### config.mk
export PLATFORM = sky130hd
export DESIGN_NAME = pxclk_gen
export DESIGN_NICKNAME = d
export VERILOG_FILES = /design/src/rtl/pxclk_pkg.sv /design/src/rtl/pxclk_run_ctrl.sv /design/src/rtl/pxclk_prescale.sv /design/src/rtl/pxclk_shaper.sv /design/src/rtl/pxclk_gen.sv
export SDC_FILE = /design/constraint.sdc
export NUM_CORES = 1
export LEC_CHECK = 0
export BUFFER_PORTS_ARGS = -buffer_cell sky130_fd_sc_hd__buf_4
export CAP_MARGIN = 20
export CORE_ASPECT_RATIO = 0.8
export CORE_MARGIN = 2
export CORE_UTILIZATION = 61
export DETAILED_ROUTE_END_ITERATION = 16
export HOLD_SLACK_MARGIN = 0.02
export PLACE_DENSITY = 0.83
export SYNTH_ARGS = -nofsm -noshare
export SYNTH_HDL_FRONTEND = slang
export SYNTH_SLANG_ARGS = --single-unit
### constraint.sdc
create_clock -name clk_i -period 9.3 [get_ports clk_i]
set_input_delay 0.93 -clock clk_i [delete_from_list [all_inputs] [get_ports clk_i]]
set_output_delay 0.93 -clock clk_i [all_outputs]
set_load 0.005 [all_outputs]
### src/rtl/pxclk_pkg.sv
package pxclk_pkg;

  // Prescale select encoding; the last code is reserved and divides by 4.
  typedef enum logic [1:0] {
    DIV_BY_1   = 2'd0,
    DIV_BY_2   = 2'd1,
    DIV_BY_4   = 2'd2,
    DIV_BY_4_R = 2'd3
  } div_sel_e;

  localparam int unsigned LEN_W_DEF      = 6;
  localparam int unsigned MIN_PERIOD_DEF = 5;

endpackage

### src/rtl/pxclk_run_ctrl.sv
// Registers the run enable and forms the one-cycle init pulse on its rise.
module pxclk_run_ctrl (
  input  logic clk_i,
  input  logic rst_ni,
  input  logic run_en_i,
  output logic run_q_o,
  output logic init_o
);

  logic run_q;
  logic init_q;

  always_ff @(posedge clk_i) begin
    if (!rst_ni) begin
      run_q  <= 1'b0;
      init_q <= 1'b0;
    end else begin
      run_q  <= run_en_i;
      init_q <= run_en_i & ~run_q;
    end
  end

  assign run_q_o = run_q;
  assign init_o  = init_q;

endmodule

### src/rtl/pxclk_prescale.sv
// Divides the bus clock into a one-cycle tick every 1, 2 or 4 cycles.
module pxclk_prescale
  import pxclk_pkg::*;
#(
  parameter int unsigned CNT_W = 2
) (
  input  logic       clk_i,
  input  logic       rst_ni,
  input  logic       clear_i,
  input  logic       adv_i,
  input  logic [1:0] sel_i,
  output logic       tick_o
);

  logic [CNT_W-1:0] cnt_q;
  logic [CNT_W-1:0] term;
  logic             at_term;

  always_comb begin
    unique case (div_sel_e'(sel_i))
      DIV_BY_1: term = CNT_W'(0);
      DIV_BY_2: term = CNT_W'(1);
      default:  term = CNT_W'(3);
    endcase
  end

  // ">=" lets a mid-run select change recover without a long wrap.
  assign at_term = (cnt_q >= term);
  assign tick_o  = adv_i & at_term;

  always_ff @(posedge clk_i) begin
    if (!rst_ni || clear_i) begin
      cnt_q <= '0;
    end else if (adv_i) begin
      cnt_q <= at_term ? '0 : cnt_q + CNT_W'(1);
    end
  end

endmodule

### src/rtl/pxclk_shaper.sv
// Shapes the pixel level from ticks with separately programmed phase lengths.
module pxclk_shaper #(
  parameter int unsigned LEN_W      = 6,
  parameter int unsigned MIN_PERIOD = 5
) (
  input  logic             clk_i,
  input  logic             rst_ni,
  input  logic             clear_i,
  input  logic             tick_i,
  input  logic [LEN_W-1:0] hi_raw_i,
  input  logic [LEN_W-1:0] lo_raw_i,
  output logic             level_o,
  output logic             rise_o
);

  localparam int unsigned SUM_W = LEN_W + 1;

  logic [LEN_W-1:0] hi_fix, lo_fix, lo_min, lo_eff;
  logic [SUM_W-1:0] sum_fix;
  logic [LEN_W-1:0] cnt_q, hi_q, lo_q;
  logic             lvl_q, started_q, rise_q;
  logic             start_high, end_high;

  // Zero lengths count as one tick; short periods stretch the low phase.
  always_comb begin
    hi_fix  = (hi_raw_i == '0) ? LEN_W'(1) : hi_raw_i;
    lo_fix  = (lo_raw_i == '0) ? LEN_W'(1) : lo_raw_i;
    sum_fix = {1'b0, hi_fix} + {1'b0, lo_fix};
    lo_min  = LEN_W'(MIN_PERIOD) - hi_fix;
    lo_eff  = (sum_fix < SUM_W'(MIN_PERIOD)) ? lo_min : lo_fix;
  end

  assign start_high = tick_i & (~started_q | (~lvl_q & (cnt_q == lo_q - LEN_W'(1))));
  assign end_high   = tick_i & started_q & lvl_q & (cnt_q == hi_q - LEN_W'(1));

  always_ff @(posedge clk_i) begin
    if (!rst_ni || clear_i) begin
      cnt_q     <= '0;
      hi_q      <= LEN_W'(1);
      lo_q      <= LEN_W'(1);
      lvl_q     <= 1'b0;
      started_q <= 1'b0;
      rise_q    <= 1'b0;
    end else begin
      rise_q <= start_high;
      if (start_high) begin
        lvl_q     <= 1'b1;
        cnt_q     <= '0;
        hi_q      <= hi_fix;
        lo_q      <= lo_eff;
        started_q <= 1'b1;
      end else if (end_high) begin
        lvl_q <= 1'b0;
        cnt_q <= '0;
      end else if (tick_i) begin
        cnt_q <= cnt_q + LEN_W'(1);
      end
    end
  end

  assign level_o = lvl_q;
  assign rise_o  = rise_q;

endmodule

### src/rtl/pxclk_gen.sv
module pxclk_gen
  import pxclk_pkg::*;
#(
  parameter int unsigned LEN_W      = LEN_W_DEF,
  parameter int unsigned MIN_PERIOD = MIN_PERIOD_DEF
) (
  input  logic             clk_i,
  input  logic             rst_ni,
  input  logic             run_en_i,
  input  logic [1:0]       div_sel_i,
  input  logic [LEN_W-1:0] hi_len_i,
  input  logic [LEN_W-1:0] lo_len_i,
  output logic             mid_ce_o,
  output logic             pix_o,
  output logic             pix_rise_o,
  output logic             init_pulse_o
);

  logic run_q;
  logic tick;
  logic stop;

  assign stop = ~run_en_i;

  pxclk_run_ctrl u_run (
    .clk_i    (clk_i),
    .rst_ni   (rst_ni),
    .run_en_i (run_en_i),
    .run_q_o  (run_q),
    .init_o   (init_pulse_o)
  );

  pxclk_prescale #(.CNT_W(2)) u_pre (
    .clk_i   (clk_i),
    .rst_ni  (rst_ni),
    .clear_i (stop),
    .adv_i   (run_q),
    .sel_i   (div_sel_i),
    .tick_o  (tick)
  );

  pxclk_shaper #(.LEN_W(LEN_W), .MIN_PERIOD(MIN_PERIOD)) u_shp (
    .clk_i    (clk_i),
    .rst_ni   (rst_ni),
    .clear_i  (stop),
    .tick_i   (tick),
    .hi_raw_i (hi_len_i),
    .lo_raw_i (lo_len_i),
    .level_o  (pix_o),
    .rise_o   (pix_rise_o)
  );

  assign mid_ce_o = tick;

endmodule

After elaboration in Yosys (flattened, before gate mapping)
Index checks and enable logic that the tools add are counted.
- register bits: 25
- input bits: 17
- output and inout bits: 4
- logic and storage cells: 46
- $add $sub $neg: 6
- order comparisons: 2
- equal/unequal tests: 3
- multiplexer cells: 7
- bitwise operators: 12
- reduce and logical (&&, ||, !) cells: 7
- operator list (operator ; number):
    two-way mux 6 bit ; 3
    == test 6 bit ; 2
    logical NOT 6 bit ; 2
    subtractor 6 x 1 -> 6 bit, second input constant ; 2
    adder 6 x 6 -> 7 bit ; 1
    AND 1 bit ; 7
    less-than comparator 7 x 3 -> 1 bit, second input constant ; 1
    adder 6 x 1 -> 6 bit, second input constant ; 1
    subtractor 3 x 6 -> 6 bit, first input constant ; 1
    NOT 1 bit ; 4
    case mux 2 bit (2 select lines) ; 1
    OR reduction 3 bit ; 1
    adder 2 x 1 -> 2 bit, second input constant ; 1
    == test 2 x 1 -> 1 bit, second input constant ; 1
    greater-or-equal comparator 2 bit ; 1
    logical NOT 2 bit ; 1
    two-way mux 1 bit ; 2
    two-way mux 2 bit ; 1
    nonzero test 2 bit ; 1
    logical NOT 1 bit ; 1
    logical OR 1 bit ; 1
    bitwise OR 1 bit ; 1

Depth between registers and ports, before layout
Gate-level depths: netlist of run 1.
- depth in word-level cells: 9
- gate-level depth with buffers: 10
- gate-level depth less buffers: 10

By module
From an unflattened synthesis of run 1, not the netlist that was laid out.
- cells, all modules: 204
- area total of the unflattened synthesis: 1726.7 µm²
- by module, submodules not included (module ; instances ; cells an instance ; area an instance (µm²) ; seq. area each (µm²)):
    pxclk_shaper ; 1 ; 179 ; 1503.9 ; 420.4
    pxclk_prescale ; 1 ; 20 ; 163.9 ; 40.0
    pxclk_run_ctrl ; 1 ; 4 ; 55.1 ; 40.0
    pxclk_gen ; 1 ; 1 ; 3.8 ; 0.0

Least setup slack after synthesis of run 1
OpenSTA, ideal clock, no wires.
- path kind: input port to flip-flop
- from: input port lo_len_i[1]
- to: register u_shp.lo_q[0]
- data arrival time: 3.594 ns
- setup slack: 5.628 ns
- stages: 9
- cell sequence: or4_2 -> o21ba_2 -> inv_1 -> ha_1 -> ha_1 -> or2_2 -> a2111oi_4 -> mux2_2 -> a32oi_1
- cells in the longest elaborated chain, start to end: 5
- RTL lines (item ; line ; RTL):
    start, declared ; pxclk_gen.sv:12 ; input logic [LEN_W-1:0] lo_len_i,
    logical NOT 6 bit ; pxclk_shaper.sv:27 ; lo_fix = (lo_raw_i == '0) ? LEN_W'(1) : lo_raw_i;
    two-way mux 6 bit * ; pxclk_shaper.sv:27 ;
    adder 6 x 6 -> 7 bit ; pxclk_shaper.sv:28 ; sum_fix = {1'b0, hi_fix} + {1'b0, lo_fix};
    less-than comparator 7 x 3 -> 1 bit ; pxclk_shaper.sv:30 ; lo_eff = (sum_fix < SUM_W'(MIN_PERIOD)) ? lo_min : lo_fix;
    two-way mux 6 bit * ; pxclk_shaper.sv:30 ;
    end signal, assigned ; pxclk_shaper.sv:50 ; lo_q <= lo_eff;
    end, declared ; pxclk_shaper.sv:20 ; logic [LEN_W-1:0] cnt_q, hi_q, lo_q;
Mark *: on every way between the ends. The rest lies on a longest branch, timed or not.
A chain may end at the register's enable or synchronous reset.

Worst setup path after layout of run 1
- from: input port lo_len_i[1]
- to: register u_shp.lo_q[4]
Same word-level chain as after synthesis.

==> impl_metrics.sql, run 1 <==
INSERT INTO impl_metrics (metric_group, metric, value, unit) VALUES
('status', 'outcome', 'complete, no violations', ''),
('synth', 'postSynthNetCount', '213', ''),
('routing', 'route.detailed.vias_per_inst', '6.04', ''),
('layout', 'antenna-diode-count', '0', ''),
('layout', 'top_library_cells_by_usage_in_the_layout_fill_and_taps_aside', 'dfxtp_1 (25), buf_4 (20), xnor2_1 (15)', ''),
('critical_path', 'cp-end-kind', 'flop', ''),
('die', 'std_cell_rows', '16', ''),
('cts', 'cts-htree-levels', '1', ''),
('worst_hold_path', 'hold_path.class', 'reg2reg', ''),
('critical_path', 'worstPathMaxFanout', '6', ''),
('sta', 'worst_slew_margin_rel', '50.4', '%'),
('cts', 'postCtsSetupRepairBufs', '0', ''),
('sta', 'whs', '0.504', 'ns'),
('sta', 'fin_worst_skew', '0.00512', 'ns'),
('place', 'gp_routability_congestion', '0.867', ''),
('grt', 'grt-ovfl-total', '0', ''),
('sta', 'setup_total_negative_slack', '0', 'ns'),
('synth', 'dominantRegCellSynth', 'dfxtp_1', ''),
('die', 'start_util', '65.4', '%'),
('run', 'maxCapViolCount', '0', ''),
('cts', 'cts-root-buf', 'clkbuf_4', ''),
('cts', 'ctsHoldBuffers', '0', ''),
('place', 'pre_cts_slack', '5.28', 'ns'),
('routing', 'postRouteWirelength', '3710', 'microns'),
('sta', 'final_min_period_over_clock_period', '39.5', '%'),
('cts', 'cts-buffers-inserted', '3', ''),
('grt', 'grt_start_max_net_pins', '16', ''),
('synth', 'post_synth_inst_count', '186', ''),
('critical_path', 'critical_path_arrival', '3.86', 'ns'),
('die', 'die_w', '61.9', 'microns'),
('critical_path', 'worstSetupPathType', 'in2reg', ''),
('layout', 'layout_commonest_cell', 'dfxtp_1', ''),
('sta', 'setup_repair_after_global_routing_missed_its_margin', 'false', ''),
('die', 'i_o_pins', '21', ''),
('synth', 'syn_area_per_cell', '8.80', 'sq um'),
('place', 'placed_area', '1770', 'sq um'),
('power_and_ir_drop', 'static-leakage-power', '0.728', 'nW'),
('synth', 'synth_enable_flop_cells', '0', ''),
('power_and_ir_drop', 'ir_worst_vdd', '96.4', 'uV'),
('cts', 'clock_sinks', '25', ''),
('die', 'dieHeight', '50.3', 'microns'),
('grt', 'grt_antenna_before_repair', '0', ''),
('die', 'full_die_area', '3120', 'sq um'),
('synth', 'synth_seq_area_share', '30.6', '%'),
('synth', 'syn_area', '1640', 'sq um'),
('cts', 'clk_lat_worst_skew', '0.32', 'ns'),
('sta', 'worst_slack', '5.63', 'ns'),
('cts', 'cts_max_path_buffers', '2', ''),
('sta', 'hold_violations', '0', ''),
('sta', 'timing.final.setup_violations', '0', ''),
('sta', 'report.final.slew_viol_count', '0', ''),
('layout', 'nNetsFinal', '225', ''),
('sta', 'timing.final.crit_period', '3.67', 'ns'),
('synth', 'synth_unique_cells', '48', ''),
('cts', 'clk_pin_slew_worst_paths', '0.12', 'ns'),
('synth', 'ys_ff_latch', '25', ''),
('synth', 'yosysWarnings', '0', ''),
('routing', 'vias', '1408', ''),
('layout', 'layout.cells.non_filler', '233', ''),
('routing', 'drt-wirelength-per-cell', '15.9', 'microns'),
('place', 'dp.final_hpwl', '2980', 'microns'),
('layout', 'layout_stage_area_growth_over_the_synthesis_result', '9.86', '%'),
('routing', 'post-route-drc-count', '0', ''),
('grt', 'globalRouteTotalUtil', '25.6', '%'),
('layout', 'design_area', '1800', 'sq um'),
('grt', 'grt_pass1_vias', '1318', ''),
('routing', 'postRouteAntennaNets', '0', ''),
('place', 'placedCellCount', '229', ''),
('sta', 'max_freq', '273', 'MHz'),
('power_and_ir_drop', 'pwr_density_cell', '107', 'nW/um^2'),
('synth', 'async_reset_ff_share', '0', '%'),
('routing', 'dr.pass1.iters', '4', ''),
('layout', 'drive_gt1_share', '18.8', '%'),
('critical_path', 'start_kind', 'primary input', ''),
('cts', 'cts_tree', 'yes', ''),
('sta', 'timing_worst_slew_pin_value', '0.737', 'ns'),
('grt', 'grt_pass1_wl', '6040', 'microns'),
('routing', 'first_iter_violations', '125', ''),
('critical_path', 'timing.critical_path.required', '9.49', 'ns'),
('cts', 'postCtsResizedCells', '0', ''),
('place', 'numPortBuffers', '20', ''),
('die', 'floorplan_core_area', '2500', 'sq um');
-- sequential cells by signal, summed over array words and instances (netlist names) --
register	count
u_shp.rise_o	1
u_shp.hi_q	6
u_run.init_o	1
u_shp.level_o	1
u_shp.started_q	1
u_shp.cnt_q	6
u_pre.cnt_q	2
u_shp.lo_q	6
u_run.run_q_o	1
-- final cells by class --
type / instances / area [sq um]
Clock buffer: 4 / 26.3
Fill cell: 190 / 704
Inverter: 14 / 52.6
Multi-Input combinational cell: 134 / 1020
Sequential cell: 25 / 500
Tap cell: 36 / 45.0
Timing Repair Buffer: 20 / 150
-- logic make-up after synthesis --
| logic type | after synthesis | synth area share, % |
|---|---|---|
| AO/OA/AOI/OAI | 38 | 18.6 |
| XOR/XNOR | 26 | 15.3 |
| adder cells (fa/ha/maj) | 10 | 7.65 |
| buffers and inverters | 27 | 6.88 |
| flip-flops | 25 | 30.6 |
| multiplexers | 6 | 3.75 |
| AND/OR/NAND/NOR | 54 | 17.3 |
-- synth_stat cells (2+ instances only) --
| master | instances | area share [%] |
|---|---|---|
| nor4_1 | 6 | 2.3 |
| o22ai_1 | 5 | 1.9 |
| and3_1 | 2 | 0.76 |
| nor2b_1 | 2 | 0.76 |
| clkbuf_1 | 8 | 1.8 |
| xnor2_1 | 15 | 8.0 |
| or2_2 | 4 | 1.5 |
| a32o_1 | 5 | 3.1 |
| nor3b_1 | 2 | 0.92 |
| nand2_1 | 14 | 3.2 |
| o211ai_1 | 2 | 0.92 |
| o21ai_0 | 4 | 1.2 |
| nor3_1 | 8 | 2.4 |
| dfxtp_1 | 25 | 31 |
| inv_1 | 13 | 3.0 |
| a21oi_1 | 7 | 2.1 |
| nor2_1 | 8 | 1.8 |
| xor2_1 | 9 | 4.8 |
| o31ai_1 | 2 | 0.92 |
| buf_2 | 2 | 0.61 |
| ha_1 | 10 | 7.6 |
| mux2i_1 | 5 | 3.1 |
| nand3_1 | 3 | 0.92 |
-- worst paths after layout --
check | end | from | slack [ns] | depth (start not counted)
max | u_shp.lo_q[4]$_SDFFE_PP0P_ | lo_len_i[1] | 5.63 | 10
min reg2reg | u_run.init_o$_SDFF_PN0_ | u_run.run_q_o$_SDFF_PN0_ | 0.50 | 1
max reg2reg | u_shp.lo_q[4]$_SDFFE_PP0P_ | u_shp.lo_q[0]$_SDFFE_PP1P_ | 6.94 | 7
min | u_run.init_o$_SDFF_PN0_ | u_run.run_q_o$_SDFF_PN0_ | 0.50 | 1
-- through the flow --
step,utilization (%),power [mW]
detailed placement,70.8,0.146
finish,71.9,0.192
CTS,71.9,0.192
floorplan,-,0.135
global placement,70.8,0.144
global route,71.9,0.200
-- power by group --
group	switching, mW	leakage (nW)	total (mW)	internal [mW]
registers	0.00128	0.202	0.110	0.108
logic	0.0185	0.511	0.0341	0.0156
clock network	0.0316	0.0150	0.0484	0.0168
-- critical path, stage by stage --
cell and delay, ns:
buf_4 0.14, or4_2 0.66, o21ba_2 0.23, inv_1 0.06, ha_1 0.23, ha_1 0.25
or2_2 0.32, a2111oi_4 0.57, mux2i_1 0.34, o22ai_1 0.13
-- per-layer routing --
layer	track usage, %	part of all wire (%)	vias up
li1	-	-	682
met2	40.7	49	36
met4	3.19	0.24	0
met3	5.41	4.5	2
met1	36.4	46	688
met5	0	0	-
No activity file was read; power rests on OpenSTA's default activity.
==> inputs of run 2 (changes only) <==
CORE_UTILIZATION = 57   (was 61)
PLACE_DENSITY = 0.79   (was 0.83)
clock period = 3.8 ns   (was 9.3 ns; I/O delays follow)
==> run 2 against run 1 <==
Against the previous run:
- die area grew 6.5%
- largest power group unchanged
- critical endpoint is now u_shp.lo_q[0]$_SDFFE_PP1P_
- wire length grew 1.4%
- global-route usage shrank 0.74 points
- non-clock buffer count is the same
==> impl_metrics.sql, run 2 (synthesis results as in run 1) <==
INSERT INTO impl_metrics (metric_group, metric, value, unit) VALUES
('status', 'outcome', 'complete, no violations', ''),
('cts', 'cts-root-buf', 'clkbuf_4', ''),
('critical_path', 'start_kind', 'primary input', ''),
('die', 'start_util', '59.6', '%'),
('sta', 'whs', '0.308', 'ns'),
('die', 'std_cell_rows', '17', ''),
('layout', 'layout_stage_area_growth_over_the_synthesis_result', '10.1', '%'),
('power_and_ir_drop', 'ir_worst_vdd', '215', 'uV'),
('power_and_ir_drop', 'static-leakage-power', '0.731', 'nW'),
('die', 'dieHeight', '51.9', 'microns'),
('grt', 'globalRouteTotalUtil', '24.8', '%'),
('routing', 'drt-wirelength-per-cell', '16.0', 'microns'),
('place', 'dp.final_hpwl', '2910', 'microns'),
('sta', 'timing.final.setup_violations', '0', ''),
('die', 'die_w', '63.9', 'microns'),
('cts', 'cts_tree', 'yes', ''),
('cts', 'postCtsResizedCells', '0', ''),
('routing', 'dr.pass1.iters', '6', ''),
('critical_path', 'worstSetupPathType', 'in2reg', ''),
('sta', 'worst_slew_margin_rel', '47.8', '%'),
('layout', 'fillers', '227', ''),
('critical_path', 'worstPathMaxFanout', '6', ''),
('grt', 'grt_antenna_before_repair', '0', ''),
('power_and_ir_drop', 'pwr_density_cell', '261', 'nW/um^2'),
('layout', 'layout_top_registers', 'u_shp.cnt_q: 6 flops, u_shp.hi_q: 6 flops, u_shp.lo_q: 6 flops', ''),
('routing', 'route.detailed.vias_per_inst', '5.97', ''),
('die', 'i_o_pins', '21', ''),
('sta', 'setup_total_negative_slack', '0', 'ns'),
('cts', 'clk_pin_slew_worst_paths', '0.14', 'ns'),
('sta', 'timing.final.crit_period', '3.08', 'ns'),
('routing', 'vias', '1402', ''),
('run', 'maxCapViolCount', '0', ''),
('critical_path', 'reg2reg_to', 'u_shp.hi_q[0]$_SDFFE_PP1P_', ''),
('cts', 'cts-buffers-inserted', '3', ''),
('cts', 'cts_max_path_buffers', '2', ''),
('critical_path', 'critical_path_arrival', '3.34', 'ns'),
('critical_path', 'rr_worst_depth', '7', ''),
('sta', 'fin_worst_skew', '0.00826', 'ns'),
('grt', 'grt_start_max_net_pins', '16', ''),
('critical_path', 'rrSetupSlack', '1.46', 'ns'),
('sta', 'final_min_period_over_clock_period', '81.1', '%'),
('layout', 'drive_gt1_share', '19.3', '%'),
('critical_path', 'start_of_the_worst_register_to_register_path', 'u_shp.lo_q[0]$_SDFFE_PP1P_', ''),
('die', 'floorplan_core_area', '2740', 'sq um'),
('layout', 'antenna-diode-count', '0', ''),
('routing', 'first_iter_violations', '123', ''),
('critical_path', 'cp-startpoint', 'lo_len_i[1]', ''),
('critical_path', 'timing.critical_path.required', '4.06', 'ns'),
('place', 'numPortBuffers', '20', ''),
('layout', 'utilization', '65.7', '%'),
('routing', 'postRouteWirelength', '3760', 'microns'),
('cts', 'cts-htree-levels', '1', ''),
('layout', 'nNetsFinal', '225', ''),
('grt', 'grt_pass1_wl', '6420', 'microns'),
('layout', 'top_library_cells_by_usage_in_the_layout_fill_and_taps_aside', 'dfxtp_1 (25), buf_4 (20), xnor2_1 (15)', ''),
('grt', 'grt_pass1_vias', '1411', ''),
('sta', 'max_freq', '324', 'MHz'),
('sta', 'hold_violations', '0', ''),
('cts', 'postCtsSetupRepairBufs', '0', ''),
('routing', 'post-route-drc-count', '0', ''),
('place', 'gp_routability_congestion', '0.923', ''),
('cts', 'clock_sinks', '25', ''),
('critical_path', 'cp-end-kind', 'flop', ''),
('worst_hold_path', 'hold_path.class', 'in2reg', ''),
('die', 'full_die_area', '3320', 'sq um'),
('sta', 'setup_repair_after_global_routing_missed_its_margin', 'false', ''),
('critical_path', 'worstSetupEndpoint', 'u_shp.lo_q[0]$_SDFFE_PP1P_', ''),
('routing', 'postRouteAntennaNets', '0', ''),
('sta', 'report.final.slew_viol_count', '0', ''),
('layout', 'layout_commonest_cell', 'dfxtp_1', ''),
('sta', 'timing_worst_slew_pin_value', '0.776', 'ns'),
('cts', 'clk_lat_worst_skew', '0.32', 'ns'),
('grt', 'grt-ovfl-total', '0', ''),
('cts', 'ctsHoldBuffers', '0', '');
run 2: layout make-up:
class                           count  area (sq um)  share of cell area, %
Multi-Input combinational cell    134          1020                   56.8
Tap cell                           38          47.5                   2.64
Clock buffer                        3          22.5                   1.25
Sequential cell                    25           500                   27.8
Clock inverter                      1          5.00                  0.278
Inverter                           14          52.6                   2.92
Timing Repair Buffer               20           150                   8.33
run 2: worst min path at each step:
stage / startpoint / to / slack [ns] / cells past startpoint
final: hi_len_i[5] / u_shp.hi_q[5]$_SDFFE_PP0P_ / 0.31 / 2
after global routing: hi_len_i[5] / u_shp.hi_q[5]$_SDFFE_PP0P_ / 0.30 / 2
after CTS: hi_len_i[5] / u_shp.hi_q[5]$_SDFFE_PP0P_ / 0.30 / 2
after detailed placement: u_run.run_q_o$_SDFF_PN0_ / u_run.init_o$_SDFF_PN0_ / 0.46 / 1
after global placement: u_run.run_q_o$_SDFF_PN0_ / u_run.init_o$_SDFF_PN0_ / 0.47 / 1
after floorplan: u_run.run_q_o$_SDFF_PN0_ / u_run.init_o$_SDFF_PN0_ / 0.43 / 1
run 2: per-stage QoR:
step	power (mW)	setup WS [ns]	cell area [sq um]	cells
after CTS	0.472	0.729	1800	235
after global routing	0.491	0.599	1800	235
after floorplan	0.330	0.678	1640	186
final	0.470	0.716	1800	235
after detailed placement	0.357	0.395	1770	231
after global placement	0.353	0.479	1770	231
run 2: critical path, cell delays in order:
cell and delay (ns):
buf_4 0.14, or4_2 0.65, o21ba_2 0.22, inv_1 0.05, ha_1 0.22, ha_1 0.25
or2_2 0.32, a2111oi_4 0.58, mux2_2 0.40, a32oi_1 0.13
run 2: report_power, final:
part / switching, mW / total, mW / internal [mW]
sequential: 0.00307 / 0.269 / 0.266
combinational: 0.0455 / 0.0837 / 0.0382
clock: 0.0782 / 0.118 / 0.0394
total: 0.127 / 0.470 / 0.343
run 2: per-layer routing:
layer  GRT usage (%)  wire length (microns)  vias to the layer above
met5               0                      0                        -
met4            3.62                      8                        0
met3            4.55                    200                        2
met2            43.2                   1860                       46
met1            32.9                   1690                      671
li1                -                      -                      683
==> inputs of run 3 (changes only) <==
clock period = 3.2 ns   (was 3.8 ns; I/O delays follow)
==> run 3 against run 2 <==
Against the previous run:
- setup slack lost 0.39 ns
- total power grew 20%
- first-iteration DRC count shrank 63%
- register-to-register slack lost 0.57 ns
- die area is the same
- final area grew 0.76%
- clock skew shrank 0.0053 ns
- largest cell class unchanged
- largest power group unchanged
==> impl_metrics.sql, run 3 (synthesis results as in run 1) <==
INSERT INTO impl_metrics (metric_group, metric, value, unit) VALUES
('sta', 'timing.final.crit_period', '2.87', 'ns'),
('cts', 'clock_sinks', '25', ''),
('layout', 'drive_gt1_share', '19.6', '%'),
('critical_path', 'start_kind', 'primary input', ''),
('power_and_ir_drop', 'ir_worst_vdd', '268', 'uV'),
('die', 'die_w', '63.9', 'microns'),
('place', 'pre_cts_slack', '0.00190', 'ns'),
('cts', 'cts-htree-levels', '1', ''),
('place', 'placed_area', '1790', 'sq um'),
('layout', 'top_library_cells_by_usage_in_the_layout_fill_and_taps_aside', 'dfxtp_1 (25), buf_4 (22), xnor2_1 (15)', ''),
('cts', 'cts-buffers-inserted', '3', ''),
('cts', 'cts_max_path_buffers', '2', ''),
('place', 'dp.final_hpwl', '2870', 'microns'),
('routing', 'vias', '1400', ''),
('critical_path', 'rr_worst_depth', '7', ''),
('run', 'maxCapViolCount', '0', ''),
('critical_path', 'timing.critical_path.depth', '11', ''),
('sta', 'setup_total_negative_slack', '0', 'ns'),
('grt', 'globalRouteTotalUtil', '24.0', '%'),
('routing', 'route.detailed.vias_per_inst', '5.91', ''),
('cts', 'clk_lat_worst_skew', '0.33', 'ns'),
('power_and_ir_drop', 'static-leakage-power', '0.739', 'nW'),
('grt', 'grt-ovfl-total', '0', ''),
('critical_path', 'timing.critical_path.required', '3.41', 'ns'),
('place', 'placedCellCount', '233', ''),
('routing', 'drt-wirelength-per-cell', '15.3', 'microns'),
('cts', 'cts_tree', 'yes', ''),
('die', 'floorplan_core_area', '2740', 'sq um'),
('critical_path', 'worstSetupPathType', 'in2reg', ''),
('die', 'std_cell_rows', '17', ''),
('sta', 'worst_slew_margin_rel', '44.0', '%'),
('critical_path', 'cp-end-kind', 'flop', ''),
('cts', 'clk_pin_slew_worst_paths', '0.13', 'ns'),
('critical_path', 'critPathMaxStageDelay', '0.65', 'ns'),
('layout', 'nNetsFinal', '227', ''),
('critical_path', 'cp_slowest_cell', 'or4_2', ''),
('layout', 'antenna-diode-count', '0', ''),
('cts', 'postCtsSetupRepairBufs', '0', ''),
('sta', 'fin_worst_skew', '0.00296', 'ns'),
('die', 'full_die_area', '3320', 'sq um'),
('cts', 'ctsHoldBuffers', '0', ''),
('power_and_ir_drop', 'pwr_density_cell', '310', 'nW/um^2'),
('grt', 'grt_pass1_vias', '1373', ''),
('sta', 'timing.final.setup_violations', '0', ''),
('cts', 'postCtsResizedCells', '0', ''),
('worst_hold_path', 'hold_path.class', 'in2reg', ''),
('grt', 'grt_pass1_wl', '6150', 'microns'),
('routing', 'post-route-drc-count', '0', ''),
('critical_path', 'path_buf_inv', '3', ''),
('layout', 'fillers', '238', ''),
('sta', 'worst_slack', '0.331', 'ns'),
('grt', 'grt_antenna_before_repair', '0', ''),
('critical_path', 'path_cells', 'buf_4 > or4_2 > o21ba_2 > inv_1 > ha_1 > ha_1 > or2_2 > a2111oi_4 > buf_4 > mux2i_1 > o22ai_1', ''),
('grt', 'grt_start_max_net_pins', '16', ''),
('status', 'outcome', 'complete, no violations', ''),
('sta', 'setup_repair_after_global_routing_missed_its_margin', 'false', ''),
('layout', 'layout.cells.non_filler', '237', ''),
('place', 'gp_routability_congestion', '0.917', ''),
('critical_path', 'cp_top_family', 'simple AND/OR/NAND/NOR gates', ''),
('die', 'start_util', '59.6', '%'),
('sta', 'report.final.slew_viol_count', '0', ''),
('sta', 'max_freq', '349', 'MHz'),
('die', 'dieHeight', '51.9', 'microns'),
('sta', 'hold_violations', '0', ''),
('layout', 'layout_top_registers', 'u_shp.cnt_q: 6 flops, u_shp.hi_q: 6 flops, u_shp.lo_q: 6 flops', ''),
('sta', 'timing_worst_slew_pin_value', '0.831', 'ns'),
('routing', 'postRouteWirelength', '3630', 'microns'),
('routing', 'first_iter_violations', '46', ''),
('routing', 'dr.pass1.iters', '4', ''),
('cts', 'cts-root-buf', 'clkbuf_4', ''),
('sta', 'final_min_period_over_clock_period', '89.6', '%'),
('layout', 'design_area', '1820', 'sq um'),
('critical_path', 'critical_path_arrival', '3.08', 'ns'),
('place', 'numPortBuffers', '20', ''),
('worst_hold_path', 'count_of_cells_along_the_worst_hold_path', '2', ''),
('layout', 'layout_commonest_cell', 'dfxtp_1', ''),
('die', 'i_o_pins', '21', ''),
('critical_path', 'worstPathMaxFanout', '6', ''),
('routing', 'postRouteAntennaNets', '0', ''),
('layout', 'layout_stage_area_growth_over_the_synthesis_result', '10.9', '%');
[run 3: changes by cell type in the layout (fill, tap and decap cells not counted), sizes merged]
cell    change
clkinv      -1
buf         +2
clkbuf      +1
[run 3: through the flow]
stage / hold WS (ns) / util, % / power [mW]
after floorplan: 0.434 / - / 0.391
after global placement: 0.460 / 65.2 / 0.420
after detailed placement: 0.462 / 65.2 / 0.425
after CTS: 0.239 / 66.2 / 0.564
after global routing: 0.249 / 66.2 / 0.586
final: 0.244 / 66.2 / 0.564
[run 3: final timing paths]
path	to	slack (ns)	startpoint
setup / recovery	u_shp.lo_q[4]$_SDFFE_PP0P_	0.33	lo_len_i[1]
hold / removal	u_shp.hi_q[5]$_SDFFE_PP0P_	0.24	hi_len_i[5]
setup reg to reg	u_shp.level_o$_SDFFE_PP0P_	0.89	u_shp.hi_q[0]$_SDFFE_PP1P_
hold reg to reg	u_run.init_o$_SDFF_PN0_	0.49	u_run.run_q_o$_SDFF_PN0_
[run 3: final cells by class]
type | instances | area [sq um] | area share [%]
multi-input cells | 134 | 1020 | 56.4
flip-flops and latches | 25 | 500 | 27.6
repair buffers | 22 | 165 | 9.10
inverters | 14 | 52.6 | 2.89
well taps | 38 | 47.5 | 2.62
clock buffers | 4 | 26.3 | 1.45
[run 3: metal layers]
layer,wire (microns),track usage (%)
met4,19,3.62
met3,152,5.41
met1,1650,30.7
met5,0,0
met2,1810,42.2
[run 3: where the power goes]
part           internal, mW  switching, mW
sequential            0.315        0.00364
clock                0.0490         0.0957
combinational        0.0469         0.0531
